[src/rtl/psc_pkg.sv]
package psc_pkg;

  typedef enum logic [1:0] {
    PS_RUN = 2'b00,
    PS_STR = 2'b01,
    PS_OFF = 2'b10
  } pstate_e;

  typedef struct packed {
    logic    valid;
    pstate_e target;
  } req_t;

  // pair = {sleep_off_n, sleep_ram_n}
  function automatic req_t decode_pair(input logic [1:0] pair);
    req_t r;
    r.valid  = 1'b1;
    r.target = PS_RUN;
    unique case (pair)
      2'b11:   r.target = PS_RUN;
      2'b10:   r.target = PS_STR;
      2'b00:   r.target = PS_OFF;
      default: r.valid  = 1'b0;
    endcase
    return r;
  endfunction

endpackage

[src/rtl/psc_pin_sync.sv]
module psc_pin_sync #(
  parameter int          WIDTH     = 2,
  parameter int          STAGES    = 2,
  parameter logic [WIDTH-1:0] RST_VAL = '1
) (
  input  logic             clk,
  input  logic             rst_n,
  input  logic [WIDTH-1:0] d_i,
  output logic [WIDTH-1:0] q_o
);

  logic [WIDTH-1:0] stg_q [STAGES];

  generate
    for (genvar s = 0; s < STAGES; s++) begin : g_stage
      if (s == 0) begin : g_first
        always_ff @(posedge clk or negedge rst_n) begin
          if (!rst_n) stg_q[s] <= RST_VAL;
          else        stg_q[s] <= d_i;
        end
      end else begin : g_next
        always_ff @(posedge clk or negedge rst_n) begin
          if (!rst_n) stg_q[s] <= RST_VAL;
          else        stg_q[s] <= stg_q[s-1];
        end
      end
    end
  endgenerate

  assign q_o = stg_q[STAGES-1];

endmodule

[src/rtl/psc_deglitch.sv]
module psc_deglitch #(
  parameter int CYCLES = 40000
) (
  input  logic       clk,
  input  logic       rst_n,
  input  logic       clear_i,
  input  logic [1:0] pair_i,
  output logic       fire_o,
  output logic [1:0] req_o
);

  localparam int CW = (CYCLES < 2) ? 1 : $clog2(CYCLES);
  localparam logic [CW-1:0] LAST_CNT = CW'(CYCLES - 1);

  logic [1:0]    last_q;
  logic [CW-1:0] cnt_q;
  logic          run_q;
  logic          fire_q;

  always_ff @(posedge clk or negedge rst_n) begin
    if (!rst_n) begin
      last_q <= 2'b11;
      cnt_q  <= '0;
      run_q  <= 1'b0;
      fire_q <= 1'b0;
    end else begin
      fire_q <= 1'b0;
      if (clear_i) begin
        last_q <= pair_i;
        cnt_q  <= '0;
        run_q  <= 1'b0;
      end else if (pair_i != last_q) begin
        last_q <= pair_i;
        cnt_q  <= '0;
        run_q  <= 1'b1;
      end else if (run_q) begin
        if (cnt_q == LAST_CNT) begin
          run_q  <= 1'b0;
          fire_q <= 1'b1;
        end else begin
          cnt_q <= cnt_q + 1'b1;
        end
      end
    end
  end

  assign fire_o = fire_q;
  assign req_o  = last_q;

endmodule

[src/rtl/psc_state_fsm.sv]
module psc_state_fsm
  import psc_pkg::*;
(
  input  logic       clk,
  input  logic       rst_n,
  input  logic       force_run_i,
  input  logic       fire_i,
  input  logic [1:0] req_i,
  output pstate_e    state_o
);

  pstate_e state_q, state_d;
  req_t    req;

  always_comb begin
    req     = decode_pair(req_i);
    state_d = state_q;
    if (force_run_i) begin
      state_d = PS_RUN;
    end else if (fire_i && req.valid) begin
      // sleep-to-sleep hops are refused; running is reachable from anywhere
      if (state_q == PS_RUN || req.target == PS_RUN)
        state_d = req.target;
    end
  end

  always_ff @(posedge clk or negedge rst_n) begin
    if (!rst_n) state_q <= PS_RUN;
    else        state_q <= state_d;
  end

  assign state_o = state_q;

endmodule

[src/rtl/psc_strap_latch.sv]
module psc_strap_latch #(
  parameter int N = 2
) (
  input  logic         clk,
  input  logic         rst_n,
  input  logic         open_i,
  input  logic [N-1:0] strap_i,
  output logic [N-1:0] strap_o
);

  logic [N-1:0] strap_q;

  always_ff @(posedge clk or negedge rst_n) begin
    if (!rst_n)      strap_q <= '0;
    else if (open_i) strap_q <= strap_i;
  end

  assign strap_o = strap_q;

endmodule

[src/rtl/psc_rail_drive.sv]
module psc_rail_drive
  import psc_pkg::*;
#(
  parameter int N_AUX = 2
) (
  input  logic             clk,
  input  logic             rst_n,
  input  pstate_e          state_i,
  input  logic [N_AUX-1:0] keep_i,
  input  logic             mem_sel_i,
  input  logic             kill_i,
  output logic [N_AUX-1:0] aux_on_o,
  output logic             mem_on_o,
  output logic             mem_v33_o
);

  logic running;
  assign running = (state_i == PS_RUN);

  generate
    for (genvar i = 0; i < N_AUX; i++) begin : g_aux
      logic on_q;
      always_ff @(posedge clk or negedge rst_n) begin
        if (!rst_n) on_q <= 1'b0;
        else        on_q <= !kill_i && (running || keep_i[i]);
      end
      assign aux_on_o[i] = on_q;
    end
  endgenerate

  logic mem_on_q, mem_v33_q;

  always_ff @(posedge clk or negedge rst_n) begin
    if (!rst_n) begin
      mem_on_q  <= 1'b0;
      mem_v33_q <= 1'b0;
    end else begin
      mem_on_q  <= !kill_i && (state_i != PS_OFF);
      mem_v33_q <= mem_sel_i;
    end
  end

  assign mem_on_o  = mem_on_q;
  assign mem_v33_o = mem_v33_q;

endmodule

[src/rtl/psc_rail_ctrl.sv]
module psc_rail_ctrl
  import psc_pkg::*;
#(
  parameter int CLK_KHZ     = 200000,
  parameter int DEGLITCH_NS = 200000,
  parameter int SYNC_STAGES = 2
) (
  input  logic       clk,
  input  logic       rst_n,
  input  logic       sleep_ram_n,
  input  logic       sleep_off_n,
  input  logic       hold3v_strap,
  input  logic       hold5v_strap,
  input  logic       mem_v33_sel,
  input  logic       por_i,
  input  logic       shutdown_i,
  output logic       rail3v_on,
  output logic       rail5v_on,
  output logic       mem_rail_on,
  output logic       mem_v33,
  output logic [1:0] pstate
);

  localparam longint DG_RAW    = (longint'(CLK_KHZ) * longint'(DEGLITCH_NS)) / 64'sd1000000;
  localparam int     DG_CYCLES = (DG_RAW < 1) ? 1 : int'(DG_RAW);
  localparam int     N_AUX     = 2;

  logic [1:0]       pair_s;
  logic             fire;
  logic [1:0]       req;
  pstate_e          state;
  logic [N_AUX-1:0] keep_q;
  logic [N_AUX-1:0] aux_on;
  logic             strap_open;

  psc_pin_sync #(.WIDTH(2), .STAGES(SYNC_STAGES), .RST_VAL(2'b11)) u_sync (
    .clk  (clk),
    .rst_n(rst_n),
    .d_i  ({sleep_off_n, sleep_ram_n}),
    .q_o  (pair_s)
  );

  psc_deglitch #(.CYCLES(DG_CYCLES)) u_dg (
    .clk    (clk),
    .rst_n  (rst_n),
    .clear_i(por_i),
    .pair_i (pair_s),
    .fire_o (fire),
    .req_o  (req)
  );

  psc_state_fsm u_fsm (
    .clk        (clk),
    .rst_n      (rst_n),
    .force_run_i(por_i),
    .fire_i     (fire),
    .req_i      (req),
    .state_o    (state)
  );

  assign strap_open = (state == PS_RUN) || por_i || shutdown_i;

  psc_strap_latch #(.N(N_AUX)) u_strap (
    .clk    (clk),
    .rst_n  (rst_n),
    .open_i (strap_open),
    .strap_i({hold5v_strap, hold3v_strap}),
    .strap_o(keep_q)
  );

  psc_rail_drive #(.N_AUX(N_AUX)) u_drv (
    .clk      (clk),
    .rst_n    (rst_n),
    .state_i  (state),
    .keep_i   (keep_q),
    .mem_sel_i(mem_v33_sel),
    .kill_i   (por_i || shutdown_i),
    .aux_on_o (aux_on),
    .mem_on_o (mem_rail_on),
    .mem_v33_o(mem_v33)
  );

  assign rail3v_on = aux_on[0];
  assign rail5v_on = aux_on[1];
  assign pstate    = state;

endmodule

[config.mk]
export PLATFORM = sky130hd
export DESIGN_NAME = psc_rail_ctrl
export DESIGN_NICKNAME = d
export VERILOG_FILES = /design/src/rtl/psc_pkg.sv /design/src/rtl/psc_pin_sync.sv /design/src/rtl/psc_deglitch.sv /design/src/rtl/psc_state_fsm.sv /design/src/rtl/psc_strap_latch.sv /design/src/rtl/psc_rail_drive.sv /design/src/rtl/psc_rail_ctrl.sv
export SDC_FILE = /design/constraint.sdc
export NUM_CORES = 1
export LEC_CHECK = 0
export BUFFER_PORTS_ARGS = -buffer_cell sky130_fd_sc_hd__buf_4
export CELL_PAD_IN_SITES_DETAIL_PLACEMENT = 1
export CELL_PAD_IN_SITES_GLOBAL_PLACEMENT = 1
export CORE_MARGIN = 2
export CORE_UTILIZATION = 25
export DETAILED_ROUTE_END_ITERATION = 10
export PLACE_DENSITY_LB_ADDON = 0.1
export SYNTH_ARGS = -nofsm -noshare
export SYNTH_HDL_FRONTEND = slang
export SYNTH_SLANG_ARGS = --single-unit
[constraint.sdc]
create_clock -name clk -period 3.3 [get_ports clk]
set_input_delay 0.495 -clock clk [delete_from_list [all_inputs] [get_ports clk]]
set_output_delay 0.495 -clock clk [all_outputs]
set_load 0.05 [all_outputs]
== Word-level counts from Yosys, hierarchy flattened ==
Index checks and enable logic that the tools add are counted.

* Flip-flop bits (word level): 32
* Word-level logic and storage cells: 59
* Output and inout bits: 6
* Bits of input ports: 9

* Reduce and logical (&&, ||, !) cells: 21
* Equality and inequality tests: 6
* Muxes and demuxes: 19
* Add/sub/neg operators: 1

{| class="wikitable"
|+ Operators with widths
! operator !! number
|-
| 16-bit two-way mux || 4
|-
| 16-bit by 1-bit adder with 16-bit output, second input constant || 1
|-
| 16-bit equality test, second input constant || 1
|-
| 2-bit two-way mux || 5
|-
| 1-bit two-way mux || 9
|-
| 2-bit zero test || 3
|-
| 1-bit logical OR || 6
|-
| 2-bit nonzero test || 3
|-
| 2-bit equality test, second input constant || 2
|-
| 1-bit logical AND || 4
|-
| 2-bit one-hot mux with 2 select lines || 1
|-
| 2-bit AND reduction || 2
|-
| 3-bit by 2-bit inequality test with 1-bit output, second input constant || 1
|-
| 3-bit nonzero test || 1
|-
| 3-bit OR reduction || 1
|-
| 2-bit inequality test || 1
|-
| 2-bit inequality test, second input constant || 1
|-
| 1-bit zero test || 1
|}

== Depth between registers and ports, before layout ==
Gate-level depths: netlist of run 1.

* Depth in word-level cells: 7
* Mapped depth: 6
* Mapped depth without buffers: 5

== Hierarchy ==
A second synthesis of run 1 with hierarchy kept.

* Cell total of the unflattened synthesis: 149
* Area, all modules: 1560.2 µm²

{| class="wikitable"
|+ Modules (own cells, without submodules)
! module !! cells each !! instances !! area an instance (µm²)
|-
| psc_deglitch || 115 || 1 || 1097.3
|-
| psc_rail_drive || 13 || 1 || 147.6
|-
| psc_pin_sync || 6 || 1 || 120.1
|-
| psc_state_fsm || 9 || 1 || 106.4
|-
| psc_strap_latch || 4 || 1 || 72.6
|-
| psc_rail_ctrl || 2 || 1 || 16.3
|}

== Worst setup path after synthesis of run 1 ==
OpenSTA, ideal clock, no wires.

* Path type: reg-to-reg
* From: register u_dg.cnt_q[0]
* To: register u_dg.cnt_q[3]
* Path buffers: 1
* Setup slack: 1.607 ns
* Clock period less this slack: 1.693 ns
* Setup time: 0.076 ns
* Required time: 3.224 ns
* Arrival: 1.617 ns
* Cell stages (with the launch flop): 7
* Cells stage by stage: dfrtp_1 -> ha_1 -> and2_2 -> and3b_2 -> buf_6 -> a2111o_1 -> o21ai_1

* Word-level cells in the longest chain between the ends: 5
* Elaborated cells on any way between the ends: 8
* Those cells by class: add/sub: 1; eq/ne: 2; mux: 4; reduce/logical: 1

{| class="wikitable"
|+ RTL lines
! item !! line !! source
|-
| from (decl) || psc_deglitch.sv:16 || <nowiki>logic [CW-1:0] cnt_q;</nowiki>
|-
| from (signal assigned) || psc_deglitch.sv:41 || <nowiki>cnt_q <= cnt_q + 1'b1;</nowiki>
|-
| 16-bit by 1-bit adder with 16-bit output || psc_deglitch.sv:41 ||
|-
| 16-bit two-way mux || psc_deglitch.sv:37 || <nowiki>if (cnt_q == LAST_CNT) begin</nowiki>
|-
| 16-bit two-way mux || psc_deglitch.sv:36 || <nowiki>end else if (run_q) begin</nowiki>
|-
| 16-bit two-way mux || psc_deglitch.sv:32 || <nowiki>end else if (pair_i != last_q) begin</nowiki>
|-
| 16-bit two-way mux || psc_deglitch.sv:28 || <nowiki>if (clear_i) begin</nowiki>
|}

Several ways; a longest one is shown, not always the timed one. The select of a mux whose other input is x is not followed.
A chain may end at the register's enable or synchronous reset.

== Worst setup path after layout of run 1 ==
* From: register u_dg.cnt_q[8]
* To: register u_dg.run_q

* Word-level cells in the longest chain between the ends: 5

{| class="wikitable"
|+ RTL lines
! item !! line !! source
|-
| 16-bit equality test || psc_deglitch.sv:37 ||
|-
| 1-bit two-way mux || psc_deglitch.sv:37 ||
|-
| 1-bit two-way mux || psc_deglitch.sv:36 ||
|-
| 1-bit two-way mux || psc_deglitch.sv:32 ||
|-
| 1-bit two-way mux || psc_deglitch.sv:28 ||
|-
| to (signal assigned) || psc_deglitch.sv:31 || <nowiki>run_q <= 1'b0;</nowiki>
|-
| to (signal assigned) || psc_deglitch.sv:35 || <nowiki>run_q <= 1'b1;</nowiki>
|-
| to (signal assigned) || psc_deglitch.sv:38 || <nowiki>run_q <= 1'b0;</nowiki>
|-
| to (decl) || psc_deglitch.sv:17 || <nowiki>logic run_q;</nowiki>
|}

No other way between the ends.

==> reports/summary.md, run 1 <==
## Worst setup path
* **worst path cell trace** or4b_4 > and3b_2 > a21oi_1 > o31a_1
* **count of buffering cells on the critical path with inverters included** 0
* **biggest fanout along the worst timing path** 12
* **critical path depth in cells** 4
* **Worst Setup End Kind** register
* **longest individual stage delay on the worst path** 550 ps
* **required time reported for the critical path endpoint** 3470 ps
* **gate family responsible for the most delay along the worst path** simple AND/OR/NAND/NOR gates
* **critical path launch point type** register
* **crit path kind** register to register
* **CP max stage cell** or4b_4
* **logic depth of the worst register-to-register path** 4
* **arrival time at the worst endpoint** 2130 ps

## GRT
* **first-pass GRT wire length** 6070 µm
* **vias in the first global route** 1181
* **layer with the highest usage after global routing** met2
* **GRT Total Usage** 11.2%
* **gr ovfl total** 0
* **pin count of the biggest net entering global routing** 33
* **global-route track usage on met2** 17.9%
* **met1 track utilization from global routing** 14.1%
* **met3 usage** 3.58%
* **antenna violations before repair** 0

## Timing
* **number of max-slew violations in the final report** 0
* **worst slew pin tran** 790 ps
* **final hold vios** 0
* **Total Negative Setup Slacks** 0 ps
* **final critical-path required period** 1960 ps
* **unrepaired setup endpoints after global routing** false
* **Max Clock Freq** 510 MHz
* **worst-case headroom to the max-slew limit** 46.9%
* **endpoints failing setup** 0
* **final critical-path share of the clock period** 59.4%
* **worst clock skew** 7.12 ps

## Power
* **sequential cell fraction of total power** 49.4%
* **switching share of power** 22.8%
* **Peak VDD IR** 148 µV
* **total internal power** 0.000645 W
* **relative contribution of combinational cells to total power** 6.1%
* **leak pwr** 0.717 nW
* **clock network fraction of design power** 44.5%
* **switching power of the nets** 0.000191 W
* **Power Dens Cells** 461 nW/µm²

## Yosys
* **most used standard cell by instance count after synthesis** dfrtp_1
* **proportion of synthesized chip area in sequential cells** 51.6%
* **Avg Synthesized Cell Area** 10.7 µm²
* **EDFF count, synth** 0
* **area share of the largest cell type after synthesis** 41.6%
* **commonest register cell after synthesis** dfrtp_1
* **Net Count, Synth** 156
* **top cells by count, synth** 26 x dfrtp_1, 13 x nand2_1, 9 x a21oi_1, 9 x nor2_1
* **area of the mapped netlist** 1570 µm²
* **cell count after synthesis** 146
* **cell type contributing the most total cell area after synthesis** dfrtp_1
* **number of different library cells in the post-synthesis netlist** 47
* **Warnings, synthesis** 0
* **Synth Register Bits** 32
* **largest cells by area after synthesis** dfrtp_1 42%, dfstp_2 10%, nand2_1 3.1%, a21oi_1 2.9%, a2111o_1 2.9%
* **fraction of registers with async set/reset** 100%

## Layout
* **count of nets after finishing** 168
* **final core utilization** 30.2%
* **diode count** 0
* **fraction of layout cells with a size suffix above 1** 25.8%
* **area grow syn2layout** 15.7%

## Routing
* **Routed Antenna Nets** 0
* **DRC marker count from the first detailed-route iteration** 79
* **detailed-route wire length** 3570 µm
* **total number of vias** 1162
* **via density per instance** 4.97
* **detailed-route wire length per cell** 15.3 µm
* **number of optimization iterations in the first detailed-route pass** 4
* **remaining routing DRC violations** 0

## Clock tree
* **Clock Sink Count** 32
* **count of H-tree levels built during CTS** 2
* **number of buffers created by CTS** 5
* **number of buffers on the longest clock path** 2
* **Clock transition at path regs** 70 ps
* **TritonCTS clock tree** done
* **Clk Tree Root Cell** clkbuf_8
* **insertion delay of the later-clocked pin in the worst-skew pair** 280 ps
* **Post CTS Setup Buffer Count** 0
* **post-cts hold buffer count** 0
* **count of cells resized by post-cts repair** 0

## Floorplan
* **Vert. Die Dim** 83.1 µm
* **area of the placeable core** 5990 µm²
* **Die Footprint** 6910 µm²
* **Die Span X** 83.1 µm
* **effective utilization at floorplan** 26.1%
* **row count** 28
* **Ports** 15

## Worst hold path
* **Hold WC Path Type** input pin to asynchronous set/reset pin

## Status
* **outcome** completed

## Placed design
* **total of buffers placed on input and output ports** 14
* **final weighted congestion of routability-driven global placement** 0.722
* **total half-perimeter wirelength after legalization and detailed placement** 2420 µm

## Run
* **count of max-cap constraint violations** 0

[area by class of cell]
class	instances	area, µm²
Clock buffer	6	72.6
Clock inverter	2	35.0
Fill cell	668	4180
Inverter	4	15.0
Multi-Input combinational cell	101	682
Sequential cell	32	808
Tap cell	75	93.8
Timing Repair Buffer	14	105
[cell usage in the layout, fill, tap and decap left out, types with 2 or more instances in the layout]
| cell | count |
|---|---|
| nand3_2 | 2 |
| buf_4 | 14 |
| o21ai_0 | 3 |
| nand2b_1 | 2 |
| inv_1 | 4 |
| nand3_1 | 6 |
| nor2_1 | 9 |
| a2111o_1 | 4 |
| nand2_1 | 13 |
| and3_1 | 2 |
| or3_1 | 3 |
| xor2_1 | 5 |
| mux2_2 | 2 |
| mux2i_1 | 2 |
| and2_1 | 2 |
| nor3_1 | 3 |
| a21oi_2 | 2 |
| dfrtp_1 | 26 |
| clkbuf_8 | 5 |
| nand4_1 | 5 |
| a21oi_1 | 9 |
| o31ai_1 | 2 |
| dfstp_2 | 6 |
| or4_1 | 2 |
| o21ai_1 | 3 |
[flip-flops by register name (all words and copies together), names as in the netlist]
signal            flops
u_drv.mem_on_o        1
u_dg.fire_o           1
u_dg.cnt_q           16
u_fsm.state_o         2
u_strap.strap_o       2
u_drv.mem_v33_o       1
u_dg.run_q            1
u_dg.req_o            2
u_drv.g_aux.on_q      2
u_sync.stg_q          2
u_sync.q_o            2
[per-stage QoR]
stage                     power, W  hold slack, ps  setup slack, ps  area, µm²  std cells
final                     0.000836             147             1340       1810        234
after detailed placement  0.000473             348             1330       1700        226
after global placement    0.000470             346             1330       1700        226
after floorplan           0.000446             199             1610       1570        146
after global routing      0.000880             155             1260       1810        234
after CTS                 0.000856             155             1330       1810        234
[worst paths after layout]
path	startpoint	slack, ps	end
max	u_dg.cnt_q[8]$_DFFE_PN0P_	1340	u_dg.run_q$_DFF_PN0_
max in group asynchronous	rst_n	2820	u_dg.req_o[1]$_DFFE_PN1P_
min	rst_n	150	u_drv.mem_on_o$_DFF_PN0_
min reg2reg	u_sync.stg_q[3]$_DFF_PN1_	360	u_sync.q_o[1]$_DFF_PN1_
min in group clk	mem_v33_sel	320	u_drv.mem_v33_o$_DFF_PN0_
max reg2reg	u_dg.cnt_q[8]$_DFFE_PN0P_	1340	u_dg.run_q$_DFF_PN0_
[power groups by stage]
stage	clock network [W]	registers, W	logic (W)
detailed placement	0	0.000420	0.0000530
floorplan	0	0.000425	0.0000209
finish	0.000372	0.000413	0.0000514
global route	0.000410	0.000413	0.0000570
global placement	0	0.000419	0.0000515
CTS	0.000390	0.000412	0.0000533
[logic make-up after synthesis]
logic type	share of synthesized area [%]
xor+xnor	3.36
simple gates	22.4
buf+inv	4.80
compound gates	14.3
flops	51.6
fa+ha+maj	0.799
mux	2.72
[routing by layer]
metal | routed length [µm] | vias up
li1 | - | 556
met1 | 1610 | 585
met2 | 1780 | 15
met3 | 116 | 6
met4 | 61 | 0
met5 | 0 | -
No activity file was read; power rests on OpenSTA's default activity.
==> inputs of run 2 (changes only) <==
==> constraint.sdc (replaced) <==
create_clock -name clk -period 1.71 [get_ports clk]
set_input_delay 0.2565 -clock clk [delete_from_list [all_inputs] [get_ports clk]]
set_output_delay 0.2565 -clock clk [all_outputs]
set_load 0.05 [all_outputs]
==> reports/summary.md, run 2 (synthesized netlist as in run 1, its figures left out) <==
## Worst setup path
* **CP max stage cell** or4b_4
* **biggest fanout along the worst timing path** 11
* **critical path launch point type** register
* **arrival time at the worst endpoint** 1900 ps
* **worst path cell trace** or4b_4 > and3b_2 > buf_12 > nand3_2 > a31oi_2
* **count of buffering cells on the critical path with inverters included** 1
* **crit path kind** register to register
* **longest individual stage delay on the worst path** 540 ps
* **required time reported for the critical path endpoint** 1900 ps
* **gate family responsible for the most delay along the worst path** simple AND/OR/NAND/NOR gates
* **Worst Setup End Kind** register

## Floorplan
* **Die Footprint** 6910 µm²
* **row count** 28
* **area of the placeable core** 5990 µm²
* **Vert. Die Dim** 83.1 µm
* **Die Span X** 83.1 µm
* **Ports** 15
* **effective utilization at floorplan** 26.1%

## Clock tree
* **Clock Sink Count** 32
* **Clk Tree Root Cell** clkbuf_8
* **Clock transition at path regs** 70 ps
* **insertion delay of the later-clocked pin in the worst-skew pair** 280 ps
* **count of H-tree levels built during CTS** 2
* **number of buffers created by CTS** 5
* **TritonCTS clock tree** done
* **number of buffers on the longest clock path** 2

## Layout
* **commonest cells after routing, fill and taps aside** 36 x buf_4, 26 x dfrtp_1, 13 x nand2_1
* **final core utilization** 33.7%
* **count of filler cells inserted in the layout** 662
* **final non-filler cell total** 258
* **diode count** 0
* **flip-flop count of the largest register, all copies and words added** 16
* **register with the most flip-flops** u_dg.cnt_q
* **leading cell type in the layout, fill and taps excluded** buf_4
* **count of nets after finishing** 192
* **sequential cell area in the final layout** 808 µm²
* **area grow syn2layout** 29.1%
* **fraction of layout cells with a size suffix above 1** 37.2%
* **Multi-input gate area** 703 µm²

## Timing
* **number of max-slew violations in the final report** 0
* **worst clock skew** 8.72 ps
* **endpoints failing setup** 0
* **minimum setup slack in the final design** 2.86 ps
* **unrepaired setup endpoints after global routing** true
* **Max Clock Freq** 586 MHz
* **final critical-path required period** 1710 ps
* **worst-case headroom to the max-slew limit** 69.0%
* **worst slew pin tran** 461 ps
* **final hold vios** 0
* **final critical-path share of the clock period** 99.8%

## Placed design
* **DP Cell Count** 247
* **total of buffers placed on input and output ports** 14
* **Placement Setup Slack** -29.0 ps
* **final weighted congestion of routability-driven global placement** 0.745
* **total half-perimeter wirelength after legalization and detailed placement** 2810 µm

## GRT
* **pin count of the biggest net entering global routing** 33
* **vias in the first global route** 1405
* **GRT Total Usage** 12.2%
* **gr ovfl total** 0
* **first-pass GRT wire length** 6730 µm
* **antenna violations before repair** 0

## Power
* **total power** 0.00156 W
* **leak pwr** 0.839 nW
* **Power Dens Cells** 772 nW/µm²
* **Peak VDD IR** 290 µV

## Routing
* **Routed Antenna Nets** 0
* **detailed-route wire length** 4010 µm
* **total number of vias** 1250
* **DRC marker count from the first detailed-route iteration** 24
* **number of optimization iterations in the first detailed-route pass** 4
* **detailed-route wire length per cell** 15.6 µm
* **via density per instance** 4.84
* **remaining routing DRC violations** 0

## Worst hold path
* **Hold WC Path Type** input pin to register

## Run
* **count of max-cap constraint violations** 0

## Status
* **outcome** completed

run 2: changes by cell type in the layout (fill, tap and decap cells not counted), sizes merged:
cell / before / now
buf: 14 / 37
clkbuf: 6 / 8
dlygate4sd3: 0 / 1
bufinv: 1 / 0
clkinv: 1 / 0
run 2: area by class of cell:
class	instances	share of cell area (%)
tap	75	4.64
inverter	4	0.743
clock buffer	8	4.95
sequential	32	40.0
timing repair buffer	38	14.9
multi-input combinational	101	34.8
run 2: path summary, 6_finish.rpt:
check,slack (ps),cells past startpoint,from,to
hold / removal,90,1,sleep_ram_n,u_sync.stg_q[2]$_DFF_PN1_
setup reg to reg,3,5,u_dg.cnt_q[8]$_DFFE_PN0P_,u_dg.cnt_q[1]$_DFFE_PN0P_
max in group asynchronous,900,2,rst_n,u_sync.stg_q[2]$_DFF_PN1_
hold reg to reg,350,0,u_sync.stg_q[2]$_DFF_PN1_,u_sync.q_o[0]$_DFF_PN1_
min in group asynchronous,450,2,rst_n,u_drv.mem_on_o$_DFF_PN0_
setup / recovery,3,5,u_dg.cnt_q[8]$_DFFE_PN0P_,u_dg.cnt_q[1]$_DFFE_PN0P_
run 2: through the flow:
stage	TNS (ps)	hold WS (ps)	area, µm²
finish	0	87.1	2020
global route	-296	66.0	2020
CTS	0	74.4	2000
detailed placement	-102	225	1870
global placement	-34.4	222	1870
floorplan	0	-39.1	1570
run 2: what timing repair did:
action                                 4_1_cts  5_1_grt
resized for setup                            5        3
endpoints found under the hold margin       26        0
setup buffers                                1        1
hold buffers                                 1        0
pin swaps                                    4        2
setup endpoints to repair                    7       13
run 2: routing by layer:
metal	part of all wire, %	routed length (µm)	vias to the layer above	GRT usage, %
li1	-	-	599	-
met4	1.1	43	0	4.17
met5	0	0	-	0
met1	43	1720	632	14.1
met2	53	2140	14	22.1
met3	2.7	108	5	2.88
run 2: where the power goes:
group / switching (W) / leakage, nW / total [W] / internal, W
clock network: 0.000271 / 0.0515 / 0.000638 / 0.000367
logic: 0.0000789 / 0.373 / 0.000131 / 0.0000520
registers: 0.0000101 / 0.414 / 0.000791 / 0.000781
